===== src/rtl/ata_dma_seq_pkg.sv =====
package ata_dma_seq_pkg;

    localparam logic [7:0] CMD_DMA_READ  = 8'hC8;
    localparam logic [7:0] CMD_DMA_WRITE = 8'hCA;

    // readiness: busy(7)=0, ready(6)=1, data request(3)=0
    localparam logic [7:0] READY_MASK  = 8'hC8;
    localparam logic [7:0] READY_VALUE = 8'h40;
    localparam int         ERR_BIT     = 0;

    localparam logic SEL_STATUS  = 1'b0;
    localparam logic SEL_COMMAND = 1'b1;

    typedef enum logic [2:0] {
        S_IDLE,
        S_PRE_RD,
        S_GAP,
        S_ISSUE,
        S_WAIT,
        S_XFER,
        S_FINAL_RD,
        S_DONE
    } seq_state_e;

    typedef enum logic [2:0] {
        RES_OK      = 3'd0,
        RES_DEVERR  = 3'd1,
        RES_NOTRDY  = 3'd2,
        RES_BADCMD  = 3'd3,
        RES_TIMEOUT = 3'd4
    } seq_result_e;

endpackage


===== src/rtl/ata_cmd_screen.sv =====
module ata_cmd_screen
    import ata_dma_seq_pkg::*;
(
    input  logic [7:0] code,
    input  logic       dir_write,
    output logic       legal
);
    always_comb begin
        legal = ((code == CMD_DMA_READ)  && !dir_write) ||
                ((code == CMD_DMA_WRITE) &&  dir_write);
    end
endmodule


===== src/rtl/ata_status_eval.sv =====
module ata_status_eval
    import ata_dma_seq_pkg::*;
(
    input  logic [7:0] stat,
    output logic       ready,
    output logic       err
);
    always_comb begin
        ready = ((stat & READY_MASK) == READY_VALUE);
        err   = stat[ERR_BIT];
    end
endmodule


===== src/rtl/seq_wait_counter.sv =====
module seq_wait_counter #(
    parameter int W = 8
) (
    input  logic         clk,
    input  logic         rst_n,
    input  logic         hold_zero,
    input  logic [W-1:0] limit,
    output logic         at_limit
);
    logic [W-1:0] cnt_d, cnt_q;

    always_comb begin
        cnt_d = cnt_q;
        if (hold_zero) begin
            cnt_d = '0;
        end else if (cnt_q != limit) begin
            cnt_d = cnt_q + {{(W-1){1'b0}}, 1'b1};
        end
    end

    always_ff @(posedge clk or negedge rst_n) begin
        if (!rst_n) cnt_q <= '0;
        else        cnt_q <= cnt_d;
    end

    assign at_limit = (cnt_q == limit);
endmodule


===== src/rtl/dma_cmd_sequencer.sv =====
module dma_cmd_sequencer
    import ata_dma_seq_pkg::*;
#(
    parameter int GAP_W   = 8,
    parameter int TRIES_W = 4,
    parameter int WDOG_W  = 16
) (
    input  logic               clk,
    input  logic               rst_n,
    input  logic [GAP_W-1:0]   cfg_poll_gap,
    input  logic [TRIES_W-1:0] cfg_max_tries,
    input  logic [WDOG_W-1:0]  cfg_wdog_limit,
    input  logic               cpu_start,
    input  logic               cpu_dir,
    input  logic [7:0]         cpu_cmd,
    input  logic               cpu_clear,
    output logic               cpu_busy,
    output logic               cpu_irq,
    output logic [2:0]         cpu_result,
    output logic [7:0]         cpu_status,
    output logic               dev_rd,
    output logic               dev_wr,
    output logic               dev_reg_sel,
    output logic [7:0]         dev_wdata,
    input  logic [7:0]         dev_rdata,
    input  logic               dev_dmarq,
    input  logic               dev_intrq,
    output logic               burst_en,
    output logic               burst_dir,
    input  logic               burst_idle
);
    localparam int ATT_W = TRIES_W + 1;

    typedef struct packed {
        seq_state_e         state;
        logic [TRIES_W-1:0] tries;
        logic [7:0]         cmd;
        logic               dir;
        logic [7:0]         status;
        seq_result_e        result;
    } seq_regs_t;

    seq_regs_t r_d, r_q;

    logic             cmd_legal;
    logic             dev_ready;
    logic             dev_err;
    logic             gap_hit;
    logic             wdog_hit;
    logic [ATT_W-1:0] attempt;

    ata_cmd_screen u_screen (
        .code      (cpu_cmd),
        .dir_write (cpu_dir),
        .legal     (cmd_legal)
    );

    ata_status_eval u_eval (
        .stat  (dev_rdata),
        .ready (dev_ready),
        .err   (dev_err)
    );

    seq_wait_counter #(.W(GAP_W)) u_gap (
        .clk       (clk),
        .rst_n     (rst_n),
        .hold_zero (r_q.state != S_GAP),
        .limit     (cfg_poll_gap),
        .at_limit  (gap_hit)
    );

    seq_wait_counter #(.W(WDOG_W)) u_wdog (
        .clk       (clk),
        .rst_n     (rst_n),
        .hold_zero (r_q.state != S_WAIT),
        .limit     (cfg_wdog_limit),
        .at_limit  (wdog_hit)
    );

    always_comb begin
        attempt = {1'b0, r_q.tries} + {{TRIES_W{1'b0}}, 1'b1};
        r_d     = r_q;
        unique case (r_q.state)
            S_IDLE: begin
                if (cpu_start) begin
                    r_d.cmd    = cpu_cmd;
                    r_d.dir    = cpu_dir;
                    r_d.status = '0;
                    r_d.tries  = '0;
                    if (cmd_legal) begin
                        r_d.result = RES_OK;
                        r_d.state  = S_PRE_RD;
                    end else begin
                        r_d.result = RES_BADCMD;
                        r_d.state  = S_DONE;
                    end
                end
            end
            S_PRE_RD: begin
                r_d.status = dev_rdata;
                if (dev_ready) begin
                    r_d.state = S_ISSUE;
                end else if (attempt >= {1'b0, cfg_max_tries}) begin
                    r_d.result = RES_NOTRDY;
                    r_d.state  = S_DONE;
                end else begin
                    r_d.tries = attempt[TRIES_W-1:0];
                    r_d.state = S_GAP;
                end
            end
            S_GAP: begin
                if (gap_hit) r_d.state = S_PRE_RD;
            end
            S_ISSUE: begin
                r_d.state = S_WAIT;
            end
            S_WAIT: begin
                if (dev_intrq && burst_idle) begin
                    r_d.state = S_FINAL_RD;
                end else if (dev_intrq || dev_dmarq) begin
                    r_d.state = S_XFER;
                end else if (wdog_hit) begin
                    r_d.result = RES_TIMEOUT;
                    r_d.state  = S_DONE;
                end
            end
            S_XFER: begin
                if (dev_intrq && burst_idle) r_d.state = S_FINAL_RD;
            end
            S_FINAL_RD: begin
                r_d.status = dev_rdata;
                r_d.result = dev_err ? RES_DEVERR : RES_OK;
                r_d.state  = S_DONE;
            end
            S_DONE: begin
                if (cpu_clear) r_d.state = S_IDLE;
            end
            default: r_d.state = S_IDLE;
        endcase
    end

    always_ff @(posedge clk or negedge rst_n) begin
        if (!rst_n) begin
            r_q.state  <= S_IDLE;
            r_q.tries  <= '0;
            r_q.cmd    <= '0;
            r_q.dir    <= 1'b0;
            r_q.status <= '0;
            r_q.result <= RES_OK;
        end else begin
            r_q <= r_d;
        end
    end

    always_comb begin
        dev_rd      = (r_q.state == S_PRE_RD) || (r_q.state == S_FINAL_RD);
        dev_wr      = (r_q.state == S_ISSUE);
        dev_reg_sel = dev_wr ? SEL_COMMAND : SEL_STATUS;
        dev_wdata   = dev_wr ? r_q.cmd : 8'h00;
        burst_en    = (r_q.state == S_XFER) && dev_dmarq;
        burst_dir   = r_q.dir;
        cpu_busy    = (r_q.state != S_IDLE) && (r_q.state != S_DONE);
        cpu_irq     = (r_q.state == S_DONE);
        cpu_result  = r_q.result;
        cpu_status  = r_q.status;
    end
endmodule


===== config.mk =====
export PLATFORM = sky130hd
export DESIGN_NAME = dma_cmd_sequencer
export DESIGN_NICKNAME = d
export VERILOG_FILES = /design/src/rtl/ata_dma_seq_pkg.sv /design/src/rtl/ata_cmd_screen.sv /design/src/rtl/ata_status_eval.sv /design/src/rtl/seq_wait_counter.sv /design/src/rtl/dma_cmd_sequencer.sv
export SDC_FILE = /design/constraint.sdc
export NUM_CORES = 1
export LEC_CHECK = 0
export BUFFER_PORTS_ARGS = -buffer_cell sky130_fd_sc_hd__buf_2
export CAP_MARGIN = 20
export CORE_ASPECT_RATIO = 1.4
export CORE_MARGIN = 2
export CORE_UTILIZATION = 45
export DETAILED_ROUTE_END_ITERATION = 10
export PLACE_DENSITY = 0.7
export SYNTH_ARGS = -nofsm -noshare
export SYNTH_HDL_FRONTEND = slang
export SYNTH_SLANG_ARGS = --single-unit

===== constraint.sdc =====
create_clock -name clk -period 4.6 [get_ports clk]
set_clock_uncertainty 0.2 [all_clocks]
set_input_delay 0.69 -clock clk [delete_from_list [all_inputs] [get_ports clk]]
set_output_delay 0.69 -clock clk [all_outputs]
set_load 0.05 [all_outputs]

==> summary.log, run 1 <==
INFO  critical_path  critPathMaxFanout=20
INFO  sta            fmax=305MHz
INFO  synth          asyncSetResetFlopFracSynth=100%
INFO  cts            clkLatencyLatePin=300ps
INFO  synth          synth_area_leaders=dfrtp_1 (42%), xor2_1 (12%), nor2_1 (4.9%), nand2_1 (4.5%), mux2_2 (4.0%)
INFO  sta            hold_violations=0
INFO  layout         fillers=603
INFO  worst_hold_path holdCritPathClass=input port to asynchronous set/reset pin
INFO  power_and_ir_drop power.share.clock=13.2%
INFO  floorplan      count_of_pins_on_the_block_boundary=78
INFO  synth          post_synth_top_area_share=41.5%
INFO  grt            first_global_vias=2498
INFO  sta            finalWorstPathRequiredPeriod=3270ps
INFO  synth          synth_area=3070um2
INFO  placed_design  place.port_buffers=77
INFO  grt            grt.overflow.total=0
INFO  critical_path  regToRegStartpoint=r_q[20]$_DFFE_PN0P_
INFO  sta            rsz_0062_raised_after_global_routing=false
INFO  synth          synth_edf_count=0
INFO  status         status=completed
INFO  placed_design  dp_cells=481
INFO  floorplan      rows=35
INFO  power_and_ir_drop p_int=0.00100W
INFO  synth          netlist_top_cells_count=dfrtp_1 (51), xor2_1 (43), nor2_1 (40)
INFO  layout         n_antenna_cell=0
INFO  critical_path  cp_data_required_time=3710ps
INFO  grt            grt_antenna_before_repair=0
INFO  cts            max-clock-path-buffers=2
INFO  grt            first_pass_grt_wire_length=11100um
INFO  sta            worst_slew_margin_rel=38.8%
INFO  power_and_ir_drop netSwitchingPower=0.000916W
INFO  critical_path  crit-reg2reg-capture=cpu_result[1]$_DFFE_PN0P_
INFO  placed_design  dp.final_hpwl=4900um
INFO  cts            cts_setup_buffers=0
INFO  route          drtPass1Iterations=6
INFO  grt            grtUsageTotal=18.8%
INFO  power_and_ir_drop power.leakage=1.77nW
INFO  synth          yosys_most_used_dff=dfrtp_1
INFO  cts            cts_hold_buffers=0
INFO  cts            post_cts_resized=0
INFO  synth          number_of_warnings_reported_in_the_yosys_synthesis_log=0
INFO  power_and_ir_drop p_comb_share=50.6%
INFO  power_and_ir_drop post-layout-total-power=0.00192W
INFO  critical_path  cp_data_arrival_time=2380ps
INFO  critical_path  startpoint=r_q[26]$_DFFE_PN0P_
INFO  route          number_of_vias_in_the_routed_layout=2473
INFO  synth          post_synthesis_instance_total=335
INFO  sta            fin_setup_tns=0ps
INFO  route          finalWirelength=6570um
INFO  route          remaining_drc_errors=0
INFO  route          initialDrtViolationCount=139
INFO  layout         multi_input_area=1620um2
INFO  power_and_ir_drop powerDensity=546nW/um2
INFO  synth          postSynthNetCount=394
INFO  route          detail_route.vias_per_cell=5.06
INFO  cts            clk_pin_slew=90ps
INFO  synth          synth.distinct_cells=40
INFO  critical_path  setup.worst_path.class=register to output port
INFO  critical_path  setup.worst_path.start_class=register
INFO  critical_path  reg2reg_slack=1840ps
INFO  layout         finish.cell_count_without_fillers=489
INFO  route          drt-wirelength-per-cell=13.4um
INFO  route          detail-route-antenna-nets=0
INFO  sta            tightestPinTransition=906ps
INFO  cts            clock_sink_count=51
INFO  critical_path  cp-end-kind=output port
INFO  sta            maxSlewViolCount=0
INFO  flow_run       maxCapViolations=0
INFO  placed_design  gp_congestion=0.853
INFO  layout         register_area=1280um2
INFO  grt            grt_start_max_net_pins=52
INFO  cts            tritoncts.num_buffers=5
INFO  floorplan      die_y=102um
INFO  layout         nets=455
INFO  floorplan      fp.dieArea=7520um2
INFO  sta            final_period_utilization=71.2%
INFO  power_and_ir_drop sw_frac_of_total=47.7%
INFO  power_and_ir_drop worst_supply_voltage_drop_on_vdd=377uV
INFO  sta            setup_viol_count_final=0
INFO  cts            clock-root-buffer=clkbuf_8
INFO  synth          seq_area_frac_synth=41.5%
INFO  synth          synth.most_common_cell=dfrtp_1
INFO  synth          syn_area_per_cell=9.17um2
INFO  floorplan      chipWidth=73.8um
INFO  cts            tritoncts=yes
INFO  synth          synthDominantAreaCellType=dfrtp_1
INFO  layout         areaGrowthSynthToFinish=14.4%
INFO  critical_path  reg2regPathDepth=8
INFO  floorplan      total_core_area=6610um2
INFO  floorplan      initial_utilization=46.5%
INFO  power_and_ir_drop p_seq_share=36.2%
INFO  layout         final_layout_size_suffix_gt1_share=25.7%
INFO  synth          ys_ff_latch=51
INFO  cts            cts_htree_levels=2
flip-flops by register name (all words and copies together), names as in the netlist:
signal,flops
burst_dir,1
cpu_result,3
cpu_status,8
r_q,15
u_gap.cnt_q,8
u_wdog.cnt_q,16
worst max-delay path, cell delays in order (launching register included):
cell and delay (ps):
dfrtp_1 720, nor2_1 260, a22oi_2 430, clkinv_1 370, buf_2 310
cell usage in the layout, fill, tap and decap left out, types with 2 or more instances in the layout:
| cell | n |
|---|---|
| nor2_1 | 40 |
| buf_2 | 77 |
| nand3_1 | 23 |
| clkbuf_1 | 2 |
| xor2_1 | 43 |
| mux2i_1 | 4 |
| ha_1 | 7 |
| nor2b_1 | 4 |
| mux2_2 | 11 |
| dfrtp_1 | 51 |
| nor4_2 | 2 |
| nor4_1 | 5 |
| o21ai_0 | 13 |
| nor3_1 | 4 |
| and3_1 | 5 |
| inv_1 | 8 |
| a41oi_1 | 2 |
| xnor2_1 | 5 |
| nor3b_1 | 2 |
| nand2_1 | 37 |
| nand4_1 | 12 |
| a31oi_1 | 4 |
| clkbuf_8 | 5 |
| and2_1 | 11 |
| a211oi_1 | 3 |
area by class of cell:
cell class	count	share of cell area, %
inverters	9	0.961
well taps	92	3.27
multi-input cells	251	46.0
repair buffers	78	11.2
flip-flops and latches	51	36.3
clock buffers	7	2.17
clock inverters	1	0.142
power groups by stage:
stage / clock (W) / combinational, W / sequential, W
after CTS: 0.000263 / 0.000983 / 0.000696
after global placement: 0 / 0.000959 / 0.000699
final: 0.000253 / 0.000971 / 0.000695
after global routing: 0.000275 / 0.00108 / 0.000720
after detailed placement: 0 / 0.000981 / 0.000704
after floorplan: 0 / 0.000864 / 0.000645
logic make-up after synthesis:
group	Yosys count	synth area share, %
xor+xnor	48	13.7
mux	16	5.70
flops	51	41.5
buf+inv	33	5.86
fa+ha+maj	7	2.85
simple gates	149	23.5
compound gates	31	6.84
routing by layer:
layer  vias to the layer above  wire, um  track usage (%)
met3                        10       309             3.98
met5                         -         0                0
met4                         0       117             6.15
li1                       1245         -                -
met2                        62      3320             32.4
met1                      1156      2830             23.1
how the worst max path moves through the flow:
stage | endpoint | depth (start not counted)
6_report | dev_rd | 4
4_1_cts | dev_rd | 4
5_1_grt | dev_rd | 4
3_3_place_gp | dev_rd | 4
2_1_floorplan | dev_wdata[0] | 5
3_5_place_dp | dev_rd | 4
through the flow:
| stage | instance area, um2 | hold WS, ps | setup WS, ps | util (%) |
|---|---|---|---|---|
| after detailed placement | 3430 | 278 | 1650 | 51.9 |
| after global placement | 3430 | 278 | 1650 | 51.9 |
| after global routing | 3520 | 317 | 1100 | 53.2 |
| after CTS | 3520 | 302 | 1300 | 53.2 |
| final | 3520 | 279 | 1330 | 53.2 |
| after floorplan | 3070 | 194 | 1370 | - |
No activity file was read; power rests on OpenSTA's default activity.
==> inputs of run 2 (changes only) <==
Settings changed: PLACE_DENSITY 0.7 to 0.73.
Clock period 4.6 ns to 2.89 ns, I/O delays scaled along.
==> summary.log, run 2 (synthesis gave the netlist of run 1 again) <==
INFO  grt            grt_antenna_before_repair=0
INFO  route          initialDrtViolationCount=117
INFO  critical_path  cp_data_arrival_time=2010ps
INFO  route          drt-wirelength-per-cell=13.5um
INFO  critical_path  critPathMaxFanout=19
INFO  placed_design  dp.final_hpwl=5050um
INFO  sta            tightestPinTransition=676ps
INFO  layout         largest_register_ffs=16
INFO  status         status=completed
INFO  placed_design  place.port_buffers=77
INFO  sta            hold_violations=0
INFO  power_and_ir_drop p_comb_share=50.0%
INFO  critical_path  setup.worst_path.class=register to output port
INFO  power_and_ir_drop power.share.clock=15.3%
INFO  power_and_ir_drop p_seq_share=34.7%
INFO  power_and_ir_drop p_int=0.00171W
INFO  route          detail_route.vias_per_cell=5.19
INFO  grt            grt.overflow.total=0
INFO  floorplan      die_y=102um
INFO  cts            clkLatencyLatePin=300ps
INFO  layout         max_flop_register=u_wdog.cnt_q
INFO  cts            clk_pin_slew=90ps
INFO  placed_design  gp_congestion=0.883
INFO  cts            clock_sink_count=51
INFO  route          finalWirelength=6680um
INFO  floorplan      total_core_area=6610um2
INFO  sta            finalWorstPathRequiredPeriod=2650ps
INFO  layout         areaGrowthSynthToFinish=16.5%
INFO  layout         finish.cell_count_without_fillers=493
INFO  layout         nets=460
INFO  power_and_ir_drop worst_supply_voltage_drop_on_vdd=741uV
INFO  sta            setup_viol_count_final=0
INFO  sta            worst_slack=245ps
INFO  floorplan      initial_utilization=46.5%
INFO  grt            first_global_vias=2595
INFO  grt            grt_start_max_net_pins=31
INFO  sta            maxSlewViolCount=0
INFO  grt            first_pass_grt_wire_length=11300um
INFO  sta            rsz_0062_raised_after_global_routing=false
INFO  sta            fmax=378MHz
INFO  cts            clock-root-buffer=clkbuf_8
INFO  power_and_ir_drop power.leakage=1.80nW
INFO  critical_path  cp_data_required_time=2260ps
INFO  floorplan      chipWidth=73.8um
INFO  power_and_ir_drop netSwitchingPower=0.00147W
INFO  layout         layout.cells.most_common_list=buf_2 (77), dfrtp_1 (51), xor2_1 (43), nor2_1 (39), nand2_1 (37)
INFO  cts            max-clock-path-buffers=2
INFO  cts            post_cts_resized=0
INFO  placed_design  preCtsSetupSlack=283ps
INFO  critical_path  cp-end-kind=output port
INFO  floorplan      rows=35
INFO  route          detail-route-antenna-nets=0
INFO  power_and_ir_drop sw_frac_of_total=46.3%
INFO  cts            cts_htree_levels=2
INFO  cts            tritoncts=yes
INFO  placed_design  dp_cells=485
INFO  flow_run       maxCapViolations=0
INFO  layout         n_antenna_cell=0
INFO  cts            tritoncts.num_buffers=5
INFO  layout         final_layout_size_suffix_gt1_share=26.7%
INFO  worst_hold_path holdCritPathClass=input port to register
INFO  critical_path  reg2reg_slack=270ps
INFO  layout         mostFrequentLayoutCell=buf_2
INFO  grt            grtUsageTotal=19.0%
INFO  critical_path  setup.worst_path.start_class=register
INFO  floorplan      count_of_pins_on_the_block_boundary=78
INFO  route          remaining_drc_errors=0
INFO  sta            final_period_utilization=91.5%
INFO  route          drtPass1Iterations=4
INFO  power_and_ir_drop powerDensity=887nW/um2
INFO  layout         largest_registers_in_the_final_layout=u_wdog.cnt_q (16), r_q (15)
INFO  floorplan      fp.dieArea=7520um2
INFO  sta            worst_slew_margin_rel=54.8%
INFO  route          number_of_vias_in_the_routed_layout=2559
INFO  sta            fin_setup_tns=0ps
[run 2: changes by cell type in the layout (fill, tap and decap cells not counted)]
cell           change
nor2_1             -1
clkinv_2           -1
bufinv_16          +1
clkbuf_1           -1
buf_4              +4
nor2_2             +1
dlygate4sd3_1      +1
[run 2: critical path, cell delays in order (launching register included)]
cell and delay [ps]:
dfrtp_1 700, nor2_1 240, a22oi_2 200, clkinv_1 270, buf_2 300
[run 2: stage by stage]
stage,utilization [%],total power (W),area [um2],hold WS (ps)
after global placement,52.4,0.00266,3470,223
final,54.1,0.00317,3580,113
after CTS,54.1,0.00320,3580,106
after global routing,54.1,0.00340,3580,117
after detailed placement,52.4,0.00271,3470,230
after floorplan,-,0.00241,3080,-62.1
[run 2: final cells by class]
type	instances	area [um2]
tap	92	115
inverter	9	33.8
timing repair buffer	83	433
clock buffer	6	72.6
multi-input combinational	251	1620
fill	598	3030
clock inverter	1	30.0
sequential	51	1280
[run 2: repair_timing]
action	in CTS	in global routing
setup buffers	0	0
setup endpoints to repair	0	0
hold buffers	1	0
hold endpoints to repair	21	0
[run 2: power groups by stage]
stage	Sequential (W)	Combinational [W]	Clock, W
2_1_floorplan	0.00103	0.00138	0
3_3_place_gp	0.00110	0.00156	0
3_5_place_dp	0.00111	0.00159	0
4_1_cts	0.00110	0.00160	0.000498
5_1_grt	0.00114	0.00174	0.000520
6_report	0.00110	0.00159	0.000485
[run 2: worst paths after layout]
check | startpoint | to | depth (start not counted)
max in group asynchronous | rst_n | u_gap.cnt_q[3]$_DFFE_PN0P_ | 3
setup reg to reg | r_q[20]$_DFFE_PN0P_ | cpu_result[1]$_DFFE_PN0P_ | 8
hold reg to reg | cpu_status[4]$_DFFE_PN0P_ | cpu_status[4]$_DFFE_PN0P_ | 2
hold / removal | dev_rdata[2] | cpu_status[2]$_DFFE_PN0P_ | 3
min in group asynchronous | rst_n | cpu_status[7]$_DFFE_PN0P_ | 2
setup / recovery | r_q[25]$_DFFE_PN0P_ | dev_rd | 4
[run 2: routing by layer]
| layer | up-vias | share of wire [%] | track usage (%) |
|---|---|---|---|
| li1 | 1253 | - | - |
| met3 | 18 | 4.2 | 3.58 |
| met5 | - | 0 | 0 |
| met2 | 69 | 51 | 34.3 |
| met4 | 0 | 2.8 | 7.13 |
| met1 | 1219 | 42 | 21.7 |
==> inputs of run 3 (changes only) <==
Settings changed: CORE_MARGIN 2 to default.
==> summary.log, run 3 (synthesis gave the netlist of run 1 again) <==
INFO  status         status=completed
INFO  layout         layout.cells.most_common_list=buf_2 (77), dfrtp_1 (51), xor2_1 (43), nor2_1 (39), nand2_1 (37)
INFO  route          detail_route.vias_per_cell=5.22
INFO  sta            worst_slack=227ps
INFO  route          initialDrtViolationCount=97
INFO  grt            grt.overflow.total=0
INFO  floorplan      die_y=99.8um
INFO  cts            clk_pin_slew=90ps
INFO  placed_design  place.port_buffers=77
INFO  grt            gr-usage-met1=22.4%
INFO  grt            grt_antenna_before_repair=0
INFO  sta            rsz_0062_raised_after_global_routing=false
INFO  grt            grt_busiest_layer=met2
INFO  cts            cts_hold_buffers=0
INFO  grt            grtUsageTotal=19.5%
INFO  sta            maxSlewViolCount=0
INFO  critical_path  critical_path.max_stage_delay=440ps
INFO  placed_design  dp.final_hpwl=4880um
INFO  layout         final_layout_size_suffix_gt1_share=26.9%
INFO  layout         fillers=630
INFO  sta            hold_violations=0
INFO  floorplan      rows=35
INFO  flow_run       maxCapViolations=0
INFO  cts            cts_htree_levels=2
INFO  sta            tightestPinTransition=653ps
INFO  cts            tritoncts=yes
INFO  critical_path  cp_data_arrival_time=2650ps
INFO  floorplan      initial_utilization=46.5%
INFO  worst_hold_path holdCritPathClass=input port to asynchronous set/reset pin
INFO  grt            first_pass_grt_wire_length=11000um
INFO  sta            worst_slew_margin_rel=56.4%
INFO  cts            clkLatencyLatePin=300ps
INFO  cts            clock-root-buffer=clkbuf_8
INFO  cts            tritoncts.num_buffers=5
INFO  floorplan      count_of_pins_on_the_block_boundary=78
INFO  power_and_ir_drop powerDensity=890nW/um2
INFO  critical_path  setup.worst_path.class=register to register
INFO  sta            fmax=376MHz
INFO  critical_path  setup.worst_path.start_class=register
INFO  sta            final_period_utilization=92.1%
INFO  critical_path  kind_of_cell_adding_the_most_delay_to_the_critical_path=compound AO/OA/AOI/OAI gates
INFO  power_and_ir_drop power.leakage=1.80nW
INFO  layout         nets=460
INFO  grt            first_global_vias=2479
INFO  placed_design  preCtsSetupSlack=258ps
INFO  sta            fin_setup_tns=0ps
INFO  critical_path  worst_path_max_delay_cell=dfrtp_1
INFO  cts            post_cts_resized=0
INFO  placed_design  gp_congestion=0.850
INFO  sta            finalWorstPathRequiredPeriod=2660ps
INFO  sta            final.hold.worst_slack=40.5ps
INFO  route          finalWirelength=6580um
INFO  route          detail-route-antenna-nets=0
INFO  floorplan      fp.dieArea=7170um2
INFO  route          drt-wirelength-per-cell=13.3um
INFO  cts            cts_setup_buffers=0
INFO  cts            max-clock-path-buffers=2
INFO  power_and_ir_drop worst_supply_voltage_drop_on_vdd=649uV
INFO  grt            global_route.usage.met2=35.6%
INFO  critical_path  timing.critical_path.buf_inv=0
INFO  critical_path  cp_data_required_time=2880ps
INFO  layout         largest_register_ffs=16
INFO  critical_path  critPathMaxFanout=6
INFO  sta            setup_viol_count_final=0
INFO  grt            grt_start_max_net_pins=52
INFO  critical_path  crit_path_cell_trace=ha_1 > xor2_1 > ha_1 > o21ai_0 > o21ai_0 > a41oi_1 > nor2_1 > mux2_2
INFO  layout         n_antenna_cell=0
INFO  layout         largest_registers_in_the_final_layout=u_wdog.cnt_q (16), r_q (15)
INFO  floorplan      chipWidth=71.8um
INFO  layout         areaGrowthSynthToFinish=16.4%
INFO  layout         mostFrequentLayoutCell=buf_2
INFO  critical_path  cp-end-kind=register
INFO  layout         max_flop_register=u_wdog.cnt_q
INFO  cts            clock_sink_count=51
INFO  route          drtPass1Iterations=4
INFO  grt            grt_use_met3=4.12%
INFO  route          number_of_vias_in_the_routed_layout=2574
INFO  floorplan      total_core_area=6610um2
INFO  route          remaining_drc_errors=0
-- run 3: cell types whose count changed in the layout (fill, tap and decap cells not counted), sizes merged --
| cell | previous run | this run |
|---|---|---|
| dlygate4sd3 | 1 | 0 |
| buf | 82 | 83 |
-- run 3: worst register-to-register path, delay by kind of cell (launching register included) --
family / cells / cell delay (ps)
adders and majority gates: 2 / 540
muxes: 1 / 360
DFF: 1 / 440
xor gates and xnor gates: 1 / 180
AOI/OAI and AO/OA: 3 / 630
and+or+nand+nor: 1 / 210
-- run 3: worst paths after layout --
path                                            from                     endpoint  slack (ps)  depth (start not counted)
min                                            rst_n  u_wdog.cnt_q[8]$_DFFE_PN0P_          40                          2
max reg2reg                      r_q[20]$_DFFE_PN0P_    cpu_result[1]$_DFFE_PN0P_         230                          8
max in group asynchronous                      rst_n          r_q[12]$_DFFE_PN0P_        2010                          2
max                              r_q[20]$_DFFE_PN0P_    cpu_result[1]$_DFFE_PN0P_         230                          8
min reg2reg                cpu_status[2]$_DFFE_PN0P_    cpu_status[2]$_DFFE_PN0P_         310                          2
min in group clk                        dev_rdata[1]    cpu_status[1]$_DFFE_PN0P_         120                          3
-- run 3: where the power goes --
group / leakage [nW] / internal [W] / switching, W
clock: 0.0513 / 0.000254 / 0.000223
combinational: 1.09 / 0.000554 / 0.00109
sequential: 0.662 / 0.000904 / 0.000160
-- run 3: metrics by stage --
| stage | instances | cell area (um2) | util (%) | power [W] |
|---|---|---|---|---|
| 3_5_place_dp | 486 | 3470 | 52.5 | 0.00273 |
| 6_report | 493 | 3580 | 54.1 | 0.00318 |
| 4_1_cts | 493 | 3580 | 54.1 | 0.00322 |
| 2_1_floorplan | 335 | 3080 | - | 0.00241 |
| 5_1_grt | 493 | 3580 | 54.1 | 0.00343 |
| 3_3_place_gp | 486 | 3470 | 52.5 | 0.00267 |
-- run 3: layout make-up --
| class | count | area (um2) | area share (%) |
|---|---|---|---|
| Timing Repair Buffer | 83 | 430 | 12.0 |
| Clock buffer | 6 | 72.6 | 2.03 |
| Multi-Input combinational cell | 251 | 1620 | 45.3 |
| Inverter | 9 | 33.8 | 0.944 |
| Tap cell | 92 | 115 | 3.22 |
| Sequential cell | 51 | 1280 | 35.7 |
| Clock inverter | 1 | 30.0 | 0.839 |
-- run 3: metal layers --
layer / routed length, um / vias up / share of wire, %
met5: 0 / - / 0
met4: 104 / 0 / 1.6
met3: 277 / 9 / 4.2
met2: 3490 / 63 / 53
met1: 2700 / 1248 / 41
li1: - / 1254 / -
